## src/rtl/fxr_pkg.sv

```systemverilog
package fxr_pkg;
  typedef enum logic [2:0] {
    RM_FLOOR   = 3'd0,
    RM_CEIL    = 3'd1,
    RM_ZERO    = 3'd2,
    RM_NEAREST = 3'd3,
    RM_ROUND   = 3'd4,
    RM_CONV    = 3'd5,
    RM_SIMPLE  = 3'd6,
    RM_SPARE   = 3'd7
  } rnd_mode_e;
endpackage

```

## src/rtl/fxr_round_core.sv

```systemverilog
module fxr_round_core import fxr_pkg::*; #(
  parameter int IN_W   = 16,
  parameter int DROP_W = 4,
  localparam int RW    = IN_W - DROP_W + 1
) (
  input  logic                 clk,
  input  logic                 rst_n,
  input  logic [IN_W-1:0]      din,
  input  logic [2:0]           mode,
  input  logic                 simple_floor,
  output logic signed [RW-1:0] rnd
);
  localparam logic [DROP_W-1:0] LOW_MASK = {DROP_W{1'b1}} >> 1;

  logic signed [RW-1:0] base;
  logic [DROP_W-1:0]    frac;
  logic                 neg, any_frac, tie, above;
  logic                 bump;
  rnd_mode_e            eff;

  always_comb begin
    base     = $signed({din[IN_W-1], din[IN_W-1:DROP_W]});
    frac     = din[DROP_W-1:0];
    neg      = din[IN_W-1];
    any_frac = |frac;
    tie      = frac[DROP_W-1] & ~|(frac & LOW_MASK);
    above    = frac[DROP_W-1] & |(frac & LOW_MASK);
    case (mode)
      RM_SIMPLE: eff = simple_floor ? RM_FLOOR : RM_ZERO;
      RM_SPARE:  eff = RM_FLOOR;
      default:   eff = rnd_mode_e'(mode);
    endcase
    case (eff)
      RM_CEIL:    bump = any_frac;
      RM_ZERO:    bump = neg & any_frac;
      RM_NEAREST: bump = frac[DROP_W-1];
      RM_ROUND:   bump = above | (tie & ~neg);
      RM_CONV:    bump = above | (tie & base[0]);
      default:    bump = 1'b0;
    endcase
    rnd = base + $signed({{(RW-1){1'b0}}, bump});
  end

  // Every rule lands on the floor value or one step above it
  assert_step_bound_R1: assert property (@(posedge clk) disable iff (!rst_n)
    (rnd == base) || (rnd == base + 1'b1));

  // Toward-zero on a positive input never moves up
  assert_zero_pos_R3: assert property (@(posedge clk) disable iff (!rst_n)
    (eff == RM_ZERO && !neg) |-> (rnd == base));
endmodule

```

## src/rtl/fxr_fit.sv

```systemverilog
module fxr_fit #(
  parameter int RW    = 13,
  parameter int OUT_W = 10
) (
  input  logic                    clk,
  input  logic                    rst_n,
  input  logic signed [RW-1:0]    rnd,
  input  logic                    sat_en,
  output logic signed [OUT_W-1:0] fit,
  output logic                    ovf
);
  localparam logic signed [OUT_W-1:0] OUT_MAX = {1'b0, {(OUT_W-1){1'b1}}};
  localparam logic signed [OUT_W-1:0] OUT_MIN = {1'b1, {(OUT_W-1){1'b0}}};

  generate
    if (OUT_W < RW) begin : g_narrow
      logic [RW-OUT_W:0] hi;
      always_comb begin
        hi  = rnd[RW-1:OUT_W-1];
        ovf = ~((&hi) | ~(|hi));
        if (ovf && sat_en) fit = rnd[RW-1] ? OUT_MIN : OUT_MAX;
        else               fit = rnd[OUT_W-1:0];
      end

      // Wrapping keeps the low bits of the rounded value
      assert_wrap_bits_R10: assert property (@(posedge clk) disable iff (!rst_n)
        !sat_en |-> (fit == rnd[OUT_W-1:0]));
    end else begin : g_wide
      always_comb begin
        ovf = 1'b0;
        fit = OUT_W'(rnd);
      end
    end
  endgenerate

  // A clamped result sits on a range end
  assert_sat_ends_R9: assert property (@(posedge clk) disable iff (!rst_n)
    (sat_en && ovf) |-> (fit == OUT_MAX || fit == OUT_MIN));

  // Without overflow the value passes unchanged
  assert_no_overflow_R8: assert property (@(posedge clk) disable iff (!rst_n)
    !ovf |-> (fit == rnd));
endmodule

```

## src/rtl/fxp_round_unit.sv

```systemverilog
module fxp_round_unit #(
  parameter int IN_W   = 16,
  parameter int DROP_W = 4,
  parameter int OUT_W  = 10
) (
  input  logic             clk,
  input  logic             rst_n,
  input  logic             valid_in,
  input  logic [IN_W-1:0]  data_in,
  input  logic [2:0]       mode_sel,
  input  logic             sat_en,
  input  logic             div_rounds_floor,
  output logic             valid_out,
  output logic [OUT_W-1:0] data_out,
  output logic             ovf_out
);
  localparam int RW = IN_W - DROP_W + 1;

  logic signed [RW-1:0]    rnd;
  logic signed [OUT_W-1:0] fit;
  logic                    ovf;
  logic                    vld_d, vld_q;
  logic [OUT_W-1:0]        dat_d, dat_q;
  logic                    ovf_d, ovf_q;

  fxr_round_core #(.IN_W(IN_W), .DROP_W(DROP_W)) u_core (
    .clk(clk), .rst_n(rst_n), .din(data_in), .mode(mode_sel),
    .simple_floor(div_rounds_floor), .rnd(rnd)
  );

  fxr_fit #(.RW(RW), .OUT_W(OUT_W)) u_fit (
    .clk(clk), .rst_n(rst_n), .rnd(rnd), .sat_en(sat_en),
    .fit(fit), .ovf(ovf)
  );

  always_comb begin
    vld_d = valid_in;
    dat_d = dat_q;
    ovf_d = ovf_q;
    if (valid_in) begin
      dat_d = fit;
      ovf_d = ovf;
    end
  end

  always_ff @(posedge clk or negedge rst_n) begin
    if (!rst_n) begin
      vld_q <= 1'b0;
      dat_q <= '0;
      ovf_q <= 1'b0;
    end else begin
      vld_q <= vld_d;
      dat_q <= dat_d;
      ovf_q <= ovf_d;
    end
  end

  assign valid_out = vld_q;
  assign data_out  = dat_q;
  assign ovf_out   = ovf_q;

  assert_valid_delay_R11: assert property (@(posedge clk) disable iff (!rst_n)
    valid_in |=> valid_out);
  assert_idle_hold_R11: assert property (@(posedge clk) disable iff (!rst_n)
    !valid_in |=> (!valid_out && $stable(data_out) && $stable(ovf_out)));
  assert_reset_state_R12: assert property (@(posedge clk)
    !rst_n |-> (!valid_out && data_out == '0 && !ovf_out));
endmodule

```

## config.mk

```make
export PLATFORM = sky130hd
export DESIGN_NAME = fxp_round_unit
export DESIGN_NICKNAME = d
export VERILOG_FILES = /design/src/rtl/fxr_pkg.sv /design/src/rtl/fxr_round_core.sv /design/src/rtl/fxr_fit.sv /design/src/rtl/fxp_round_unit.sv
export SDC_FILE = /design/constraint.sdc
export NUM_CORES = 1
export LEC_CHECK = 0
export BUFFER_PORTS_ARGS = -buffer_cell sky130_fd_sc_hd__buf_2
export CORE_MARGIN = 5
export CORE_UTILIZATION = 55
export CTS_BUF_LIST = sky130_fd_sc_hd__clkbuf_2 sky130_fd_sc_hd__clkbuf_4 sky130_fd_sc_hd__clkbuf_8
export DETAILED_ROUTE_END_ITERATION = 6
export PLACE_DENSITY = 0.86
export SETUP_SLACK_MARGIN = 0.15
export SLEW_MARGIN = 10
export SYNTH_ARGS = -nofsm -noshare
export SYNTH_HDL_FRONTEND = slang
export SYNTH_HIERARCHICAL = 1
export SYNTH_SLANG_ARGS = --single-unit
```

## constraint.sdc

```tcl
create_clock -name clk -period 1.86 [get_ports clk]
set_input_delay 0.093 -clock clk [delete_from_list [all_inputs] [get_ports clk]]
set_output_delay 0.093 -clock clk [all_outputs]
set_load 0.02 [all_outputs]
```

=== After elaboration in Yosys (flattened, before gate mapping) ===
Cells that the tools add are included.

* Register bits: 12
* Input bits: 24
* Word-level logic and storage cells: 33

* Add/sub/neg operators: 1
* Equality and inequality tests: 7
* Muxes and demuxes: 5
* Bitwise logic cells: 11
* Reduce and logical (&&, ||, !) cells: 6

{| class="wikitable"
|+ Operator list
! operator !! count
|-
| 10-bit 2-to-1 mux || 2
|-
| 12-bit by 2-bit adder with 13-bit output || 1
|-
| 3-bit == test, second input constant || 4
|-
| 4-bit OR reduction || 2
|-
| 3-bit by 2-bit == test with 1-bit output, second input constant || 2
|-
| 3-bit one-hot mux with 2 select lines || 1
|-
| 1-bit bitwise AND || 5
|-
| 1-bit one-hot mux with 5 select lines || 1
|-
| 4-bit AND reduction || 1
|-
| 3-bit by 1-bit == test with 1-bit output, second input constant || 1
|-
| 1-bit inverter || 3
|-
| 1-bit OR || 3
|-
| 3-bit OR reduction || 1
|-
| 2-bit 2-to-1 mux || 1
|-
| 1-bit logical AND || 1
|-
| 1-bit logical NOT || 1
|}

=== Longest topological paths before layout ===
Gate-level depths: netlist of run 1.

* Depth after elaboration: 13
* Gate-level depth with buffers: 14
* Mapped depth without buffers: 13

=== Cells and area by module ===
The synthesis of run 1 kept the hierarchy.

{| class="wikitable"
|+ By module, submodules not included
! module !! times used !! cells an instance !! area an instance (µm²) !! seq. area each (µm²)
|-
| fxp_round_unit || 1 || 24 || 473.0 || 300.3
|-
| fxr_round_core || 1 || 42 || 316.6 || 0.0
|-
| fxr_fit || 1 || 29 || 230.2 || 0.0
|}

=== Worst setup path after synthesis of run 1 ===
Ideal clock, no wire load.

* Kind: in2reg
* Start point: in data_in[15]
* End point: reg dat_q[0], in the netlist data_out[0]
* Setup time: 125 ps
* Arrival: 2542 ps
* Data required time: 1735 ps
* Setup slack: -807 ps
* Stages: 14
* Path buffers: 1
* Cells stage by stage: nor2b_1 -> o21ai_1 -> a32oi_1 -> nor3_1 -> ha_1 -> ha_1 -> nand3_2 -> nor2_4 -> nand3_2 -> xnor2_1 -> o311a_1 -> buf_6 -> a311o_1 -> mux2_4

* Longest elaborated chain between the ends: 11
* Elaborated cells between the ends (all ways): 14
* Classes of those cells: 1 x add/sub; 3 x mux; 7 x bitwise; 3 x reduce/logical

{| class="wikitable"
|+ Ends and longest elaborated chain
! what !! line !! RTL
|-
| start, declared || fxp_round_unit.sv:9 || <nowiki>input logic [IN_W-1:0] data_in,</nowiki>
|-
| 1-bit inverter || fxr_round_core.sv:37 || <nowiki>RM_ROUND: bump = above | (tie & ~neg);</nowiki>
|-
| 1-bit bitwise AND || fxr_round_core.sv:37 ||
|-
| 1-bit OR || fxr_round_core.sv:37 ||
|-
| 1-bit one-hot mux with 5 select lines * || fxr_round_core.sv:33 || <nowiki>case (eff)</nowiki>
|-
| 12-bit by 2-bit adder with 13-bit output * || fxr_round_core.sv:41 || <nowiki>rnd = base + $signed({{(RW-1){1'b0}}, bump});</nowiki>
|-
| named net rnd[10] || fxp_round_unit.sv:19 || <nowiki>logic signed [RW-1:0] rnd;</nowiki>
|-
| 4-bit OR reduction || fxr_fit.sv:20 || <nowiki>ovf = ~((&hi) | ~(|hi));</nowiki>
|-
| 1-bit inverter || fxr_fit.sv:20 ||
|-
| 1-bit OR * || fxr_fit.sv:20 ||
|-
| 1-bit inverter * || fxr_fit.sv:20 ||
|-
| 1-bit logical AND * || fxr_fit.sv:21 || <nowiki>if (ovf && sat_en) fit = rnd[RW-1] ? OUT_MIN : OUT_MAX;</nowiki>
|-
| 10-bit 2-to-1 mux * || fxr_fit.sv:21 ||
|-
| named net fit[0] || fxp_round_unit.sv:20 || <nowiki>logic signed [OUT_W-1:0] fit;</nowiki>
|-
| end signal, assigned || fxp_round_unit.sv:53 || <nowiki>dat_q <= dat_d;</nowiki>
|-
| end, declared || fxp_round_unit.sv:23 || <nowiki>logic [OUT_W-1:0] dat_d, dat_q;</nowiki>
|}

The timed path passes the listed nets; every way through them passes the cells marked *.
A chain may end at the register's enable or synchronous reset.

=== Final worst setup path of run 1 ===
* Start point: in mode_sel[0]
* End point: reg dat_q[5], in the netlist data_out[5]

* Longest elaborated chain between the ends: 11
* Elaborated cells between the ends (all ways): 18
* Classes of those cells: 1 x add/sub; 7 x eq/ne; 4 x mux; 3 x bitwise; 3 x reduce/logical

{| class="wikitable"
|+ Ends and longest elaborated chain
! what !! line !! RTL
|-
| start, declared || fxp_round_unit.sv:10 || <nowiki>input logic [2:0] mode_sel,</nowiki>
|-
| 3-bit == test || fxr_round_core.sv:28 || <nowiki>case (mode)</nowiki>
|-
| 3-bit one-hot mux with 2 select lines * || fxr_round_core.sv:28 ||
|-
| 3-bit == test (tied with other cells) || fxr_round_core.sv:33 ||
|-
| 1-bit one-hot mux with 5 select lines * || fxr_round_core.sv:33 ||
|-
| 12-bit by 2-bit adder with 13-bit output * || fxr_round_core.sv:41 ||
|-
| named net rnd[9] || fxp_round_unit.sv:19 ||
|-
| 4-bit OR reduction || fxr_fit.sv:20 ||
|-
| 1-bit inverter || fxr_fit.sv:20 ||
|-
| 1-bit OR * || fxr_fit.sv:20 ||
|-
| 1-bit inverter * || fxr_fit.sv:20 ||
|-
| 1-bit logical AND * || fxr_fit.sv:21 ||
|-
| 10-bit 2-to-1 mux * || fxr_fit.sv:21 ||
|-
| named net fit[5] || fxp_round_unit.sv:20 ||
|}

Marks and branches as above.

==> results by group, run 1 <==
Min path
  – HP Class: input pin to flip-flop

Job
  – Max_cap viols: 0

Status
  – Outcome: finished, violations left
  – Failing checks: negative setup slack

GRT
  – Met3 usage: just over 3%
  – Met2 GRT Util: a little over two fifths
  – Global route hottest layer: met2
  – Vias in the first global route: 1017
  – GRT Total Usage: between 20% and 30%
  – Total global routing overflow: 0
  – Pin count of the biggest net entering global routing: 13
  – Initial antenna violation count: 1
  – First-pass GRT wire length: about 5000 µm
  – Met1 usage: between 20% and 30%

Detailed routing
  – Routed WL: ~4000 µm
  – Via Count: between 1000 and 1500
  – Avg Vias per Cell: roughly 6.5
  – WL per Instance: 22.32 µm
  – Drt pass-1 iters: 4
  – DRC: 0
  – Antenna-violating nets left: 0
  – DRC marker count from the first detailed-route iteration: around 60

Floorplanning
  – Core Area: approximately 1700 µm²
  – IO Count: 36
  – DIE WIDTH: about 53 µm
  – Initial cell density of the core: 58.42%
  – Die Ht: about 53 µm
  – Row count: 15
  – Die area: approximately 2800 µm²

Finish
  – Non-Filler Instances: 180
  – Final Net Count: approximately 180
  – Finished Core Util: between 80% and 90%
  – Share of layout cells above drive strength 1: approximately 60%
  – Area delta synth->final: 52.15%

Setup path
  – WS Path Type: input pin to flip-flop
  – CP peak stage delay: ~410 ps
  – Critical path's slowest cell: o311a_4
  – Critical path launch point type: input pin
  – CP Max Fanout: 5
  – CP Capture Type: flip-flop
  – CP required: around 2000 ps
  – WP data arrival: between 2000 and 3000 ps
  – Crit path cell chain: buf_8 -> nor2b_4 -> o21ai_1 -> a32oi_1 -> nor3_1 -> ha_2 -> nand4_2 -> nor2_2 -> nand2_2 -> xnor2_4 -> o311a_4 -> a311o_1 -> mux2_4

Timing
  – Fin crit period: about 2500 ps
  – Setup ws final: -604.8 ps
  – RSZ-0062 raised after global routing: yes
  – Slew margin rel.: 73.94%
  – Clock Skew: 0 ps
  – Fin. max-slew vios: 0
  – Final Hold Fails: 0
  – Period utilization: 132.5%
  – Fmax: between 0.4 and 0.5 GHz
  – # setup viols final: 11
  – Slew @ Worst Pin: 390.8 ps
  – Setup_tns: -5813 ps

Clock tree
  – CTS root buffer: clkbuf_4
  – CTS tree: yes
  – TritonCTS Buffers: 3
  – Clk slew on worst S/H paths: around 70 ps
  – CTS Buffer Depth: 2
  – Clk sinks: 12
  – Clock Latency Late Sink: 270 ps
  – CTS H-tree lvls: 1

Place
  – DP Worst Slack: -866.2 ps
  – Final HPWL DP: approximately 2100 µm
  – GP Congestion: approximately 0.85
  – IO Port Bufs: 35
  – Dpl cells: roughly 170

Power and ir drop
  – Lkg Pwr: 0.7127 nW
  – Net switching power: 307.3 µW
  – Clk pwr share: a little under a fifth
  – Combinational group share of total power: roughly 44%
  – Tot Pwr: approximately 860 µW
  – Seq pwr share: 37.1%
  – Worst vdd ir: roughly 0.6 mV
  – Power Density: approximately 560 nW/µm²
  – Pint: 554.2 µW
  – Sw Ratio: between 30% and 40%

Synthesis
  – Mean post-synth cell area: between 10 and 15 µm²
  – Syn Inst Count: 95
  – Seq/Total Area, Yosys: between 20% and 30%
  – Synthesized area: about 1000 µm²
  – Seq cells post-synth: 12
  – Post-synth EDFFs: 0
  – Yosys warnings: 6
  – Synth cell types: 34
  – Syn nets: about 120
  – Main flop type after synthesis: dfrtp_1
  – Post-synth ARST share: between 90% and 100%
## metrics by stage
step	hold WS (ps)	cell area, µm²
after floorplan	-202.6	1074
after global placement	-26.79	1359
after detailed placement	-18.41	1359
after CTS	142.5	1478
after global routing	134.4	1551
final	143.5	1551
## cell families (layout without fill, tap and decap cells)
logic type | after synthesis | after routing | share of synthesized area [%]
xor+xnor | 10 | 10 | 8.589
other cells | 0 | 1 | 0
flops | 12 | 12 | 29.45
buf+inv | 9 | 66 | 5.031
mux | 12 | 12 | 16.93
simple gates | 24 | 24 | 16.20
fa+ha+maj | 2 | 2 | 2.454
compound gates | 26 | 28 | 21.35
## final cells by class
cell class              instances  area [µm²]
well taps                      25       31.28
flip-flops and latches         12       300.3
diodes                          1       2.502
multi-input cells              76       798.3
fillers                        81       193.9
inverters                       3       11.26
clock buffers                   3       22.52
repair buffers                 60       385.4
## flip-flops by register name, indices dropped and copies added (netlist names)
name	cells
ovf_out	1
valid_out	1
data_out	10
## per-layer routing
layer  wire, µm  part of all wire, %  up-vias
met2       1862                   46       98
met3        363                  9.0       33
met1       1509                   38      547
met4        281                  7.0        0
li1           -                    -      490
met5          0                    0        -
## placed cells by master, fill, tap and decap left out, drive strengths merged, types with 3 or more instances in the layout
| cell type | synthesis | final |
|---|---|---|
| a311o | 9 | 9 |
| dfrtp | 12 | 12 |
| clkbuf | 2 | 3 |
| xnor2 | 4 | 4 |
| inv | 3 | 3 |
| mux2 | 12 | 12 |
| nor3 | 3 | 3 |
| a21boi | 9 | 9 |
| xor2 | 6 | 6 |
| buf | 4 | 59 |
| nand2 | 3 | 3 |
| nor2 | 5 | 5 |
| nand3 | 5 | 5 |
## worst paths after layout
path	start	end	slack [ps]	depth (start not counted)
worst max-delay path	mode_sel[0]	data_out[5]	-600	13
worst min-delay path	valid_in	valid_out	140	1
worst max register to register	data_out[5]	data_out[5]	1020	1
worst min register to register	data_out[9]	data_out[9]	510	1
max in group asynchronous	rst_n	data_out[5]	1420	2
min in group asynchronous	rst_n	data_out[6]	230	2
## synthesized netlist by cell type (all sizes together) (2+ instances only)
master | instances | share of area (%)
dfrtp | 12 | 29
nor2 | 5 | 2.6
a21boi | 9 | 6.6
a311o | 9 | 8.8
nor3 | 3 | 2.0
ha | 2 | 2.5
buf | 4 | 3.2
clkbuf | 2 | 0.74
nor4 | 2 | 1.2
o21ai | 2 | 0.98
nor2b | 2 | 1.2
nand4 | 2 | 3.3
inv | 3 | 1.1
xnor2 | 4 | 3.4
nand3 | 5 | 3.4
mux2 | 12 | 17
xor2 | 6 | 5.2
nand2 | 3 | 1.1
## critical path, delay by kind of cell
| family | cells | cell delay [ps] |
|---|---|---|
| xor+xnor | 1 | 170 |
| fa+ha+maj | 1 | 260 |
| simple gates | 5 | 740 |
| buf+inv | 1 | 110 |
| compound gates | 4 | 960 |
| mux | 1 | 290 |
## timing repair
action / 4_1_cts / 5_1_grt
pin swaps: 2 / 2
setup endpoints to repair: 11 / 11
setup buffers: 2 / 4
resized for setup: 11 / 6
gates cloned: 1 / 1
hold buffers: 1 / 0
endpoints found under the hold margin: 12 / 0
## power by group through the flow
stage	Combinational (mW)	Sequential [mW]	Clock, mW
floorplan	0.153	0.365	0
global placement	0.314	0.318	0
detailed placement	0.327	0.320	0
CTS	0.352	0.317	0.156
global route	0.401	0.323	0.169
finish	0.382	0.320	0.160
(Power assumes the default switching activity.)
==> run 2, diff against run 1 <==
- BUFFER_PORTS_ARGS: -buffer_cell sky130_fd_sc_hd__buf_2 -> not set
- CORE_UTILIZATION: 55 -> 45
- DONT_BUFFER_PORTS: not set -> 1
- PLACE_DENSITY: 0.86 -> 0.59
==> run 2 against run 1 <==
Effect of this change: the flow finishes with violations (negative hold slack, negative setup slack); design area shrank 17%; sequential share of layout area rose by 4.1 points; final cell count decreased by 24%; critical path type unchanged; critical endpoint is now data_out[1].
==> results by group, run 2 (synthesized netlist as in run 1, its figures left out) <==
Status
  – Outcome: finished, violations left
  – Failing checks: negative hold slack, negative setup slack

Timing
  – # setup viols final: 11 (unchanged)
  – Fin crit period: 2221 ps (-244.0 ps)
  – RSZ-0062 raised after global routing: yes
  – Slew @ Worst Pin: 542.1 ps (+151.2 ps)
  – Clock Skew: 0 ps (unchanged)
  – Period utilization: 119.4% (-13 points)
  – Fmax: 0.4503 GHz (+11%)
  – Final Hold Fails: 12 (+12)
  – Fin. max-slew vios: 0 (unchanged)
  – Hold WS: -151.6 ps (-295.1 ps)
  – Slew margin rel.: 63.74% (-10 points)
  – Setup_tns: -3467 ps (+2347 ps)
  – Setup ws final: -360.8 ps (+244.0 ps)

Power and ir drop
  – Lkg Pwr: 0.5282 nW (-26%)
  – Power Density: 597.1 nW/µm² (+7.5%)
  – Worst vdd ir: 0.7027 mV (+18%)

GRT
  – Met3 usage: 6.109% (+3.0 points)
  – Vias in the first global route: 835 (-18%)
  – Global route hottest layer: met2
  – First-pass GRT wire length: 3850 µm (-22%)
  – Pin count of the biggest net entering global routing: 13 (unchanged)
  – Total global routing overflow: 0 (unchanged)
  – Initial antenna violation count: 0 (-1)
  – Met2 GRT Util: 25.48% (-18 points)
  – Met1 usage: 17.51% (-12 points)
  – GRT Total Usage: 14.78% (-9.7 points)

Clock tree
  – CTS hold repair buffers: 1 (unchanged)
  – CTS Buffer Depth: 2 (unchanged)
  – TritonCTS Buffers: 3 (unchanged)
  – Clk slew on worst S/H paths: 70 ps (about the same)
  – Clock Latency Late Sink: 260 ps (about the same)
  – CTS tree: yes
  – Clk sinks: 12 (unchanged)
  – CTS H-tree lvls: 1 (unchanged)
  – CTS root buffer: clkbuf_4

Detailed routing
  – DRC marker count from the first detailed-route iteration: 18 (-70%)
  – Antenna-violating nets left: 0 (unchanged)
  – WL per Instance: 17.83 µm (-20%)
  – Avg Vias per Cell: 5.942 (-8.4%)
  – Routed WL: 2443 µm (-39%)
  – Drt pass-1 iters: 4 (unchanged)
  – DRC: 0 (unchanged)
  – Via Count: 814 (-30%)

Floorplanning
  – Row count: 17 (+2)
  – Initial cell density of the core: 46.54% (-12 points)
  – Die area: 3318 µm² (+18%)
  – Die Ht: 57.61 µm (+8.6%)
  – DIE WIDTH: 57.61 µm (+8.6%)
  – IO Count: 36 (unchanged)
  – Core Area: 2191 µm² (+26%)

Setup path
  – CP Max Fanout: 10 (+5)
  – CP Capture Type: flip-flop
  – Critical path launch point type: input pin
  – WS Path Type: input pin to flip-flop
  – CP required: 2020 ps (about the same)
  – WP data arrival: 2380 ps (-240 ps)

Job
  – Max_cap viols: 0 (unchanged)

Place
  – DP Worst Slack: -695.6 ps (+170.6 ps)
  – Dpl cells: 128 (-23%)
  – GP Congestion: 0.6826 (-20%)
  – IO Port Bufs: 0 (-100%)
  – Final HPWL DP: 1754 µm (-18%)

Min path
  – HP Class: input pin to flip-flop

Finish
  – Share of layout cells above drive strength 1: 42.20% (-18 points)
  – Final Net Count: 136 (-25%)
  – Non-Filler Instances: 137 (-24%)
  – Commonest non-fill, non-tap cells in the layout: mux2_4, dfrtp_1, buf_4, a21boi_0, a311o_1
  – Max reg flops: 10 (unchanged)
  – Antenna diode count: 0 (-1)
  – Layout fillers: 191 (+140%)
  – Finished Core Util: 58.48% (-30 points)
  – Area delta synth->final: 25.64%
run 2: power breakdown:
part           internal, mW  switching (mW)
Clock                 0.119          0.0835
Combinational         0.125          0.0709
Sequential            0.297          0.0705
run 2: path summary, 6_finish.rpt:
check                            start  slack, ps  cells after the start     endpoint
min                           valid_in       -150                      0    valid_out
max reg2reg                data_out[5]        980                      1  data_out[5]
min reg2reg                data_out[9]        670                      1  data_out[9]
max in group asynchronous        rst_n       1260                      1  data_out[1]
max                        mode_sel[0]       -360                     13  data_out[1]
min in group asynchronous        rst_n        240                      1      ovf_out
run 2: what timing repair did:
item | CTS | global route
setup endpoints to repair | 11 | 11
pin swaps | 1 | 1
hold endpoints to repair | 24 | 12
gates cloned | 1 | 1
gates resized for setup | 7 | 4
setup buffers | 2 | 0
run 2: metrics by stage:
step | power (mW) | instance area [µm²]
6_report | 0.7651 | 1281
5_1_grt | 0.8184 | 1281
4_1_cts | 0.7686 | 1244
3_5_place_dp | 0.5438 | 1135
3_3_place_gp | 0.5419 | 1135
2_1_floorplan | 0.5186 | 1074
run 2: critical path: stages:
cell,delay [ps]
nor2b_4,100
o21ai_1,120
a32oi_1,100
nor3_1,170
ha_2,260
ha_4,160
nand3_4,80
nor2_4,100
nand3_2,90
xnor2_2,190
and2_2,270
a311o_1,380
mux2_4,260
run 2: final cells by class:
cell class | count | area (µm²) | share of cell area [%]
Multi-Input combinational cell | 76 | 787.0 | 61.43
Sequential cell | 12 | 300.3 | 23.44
Timing Repair Buffer | 14 | 111.4 | 8.691
Clock buffer | 4 | 36.28 | 2.832
Tap cell | 28 | 35.03 | 2.734
Inverter | 3 | 11.26 | 0.8789
run 2: layer usage:
layer,vias up,routed length [µm]
met2,24,1340
li1,396,-
met5,-,0
met1,392,944
met3,2,141
met4,0,17
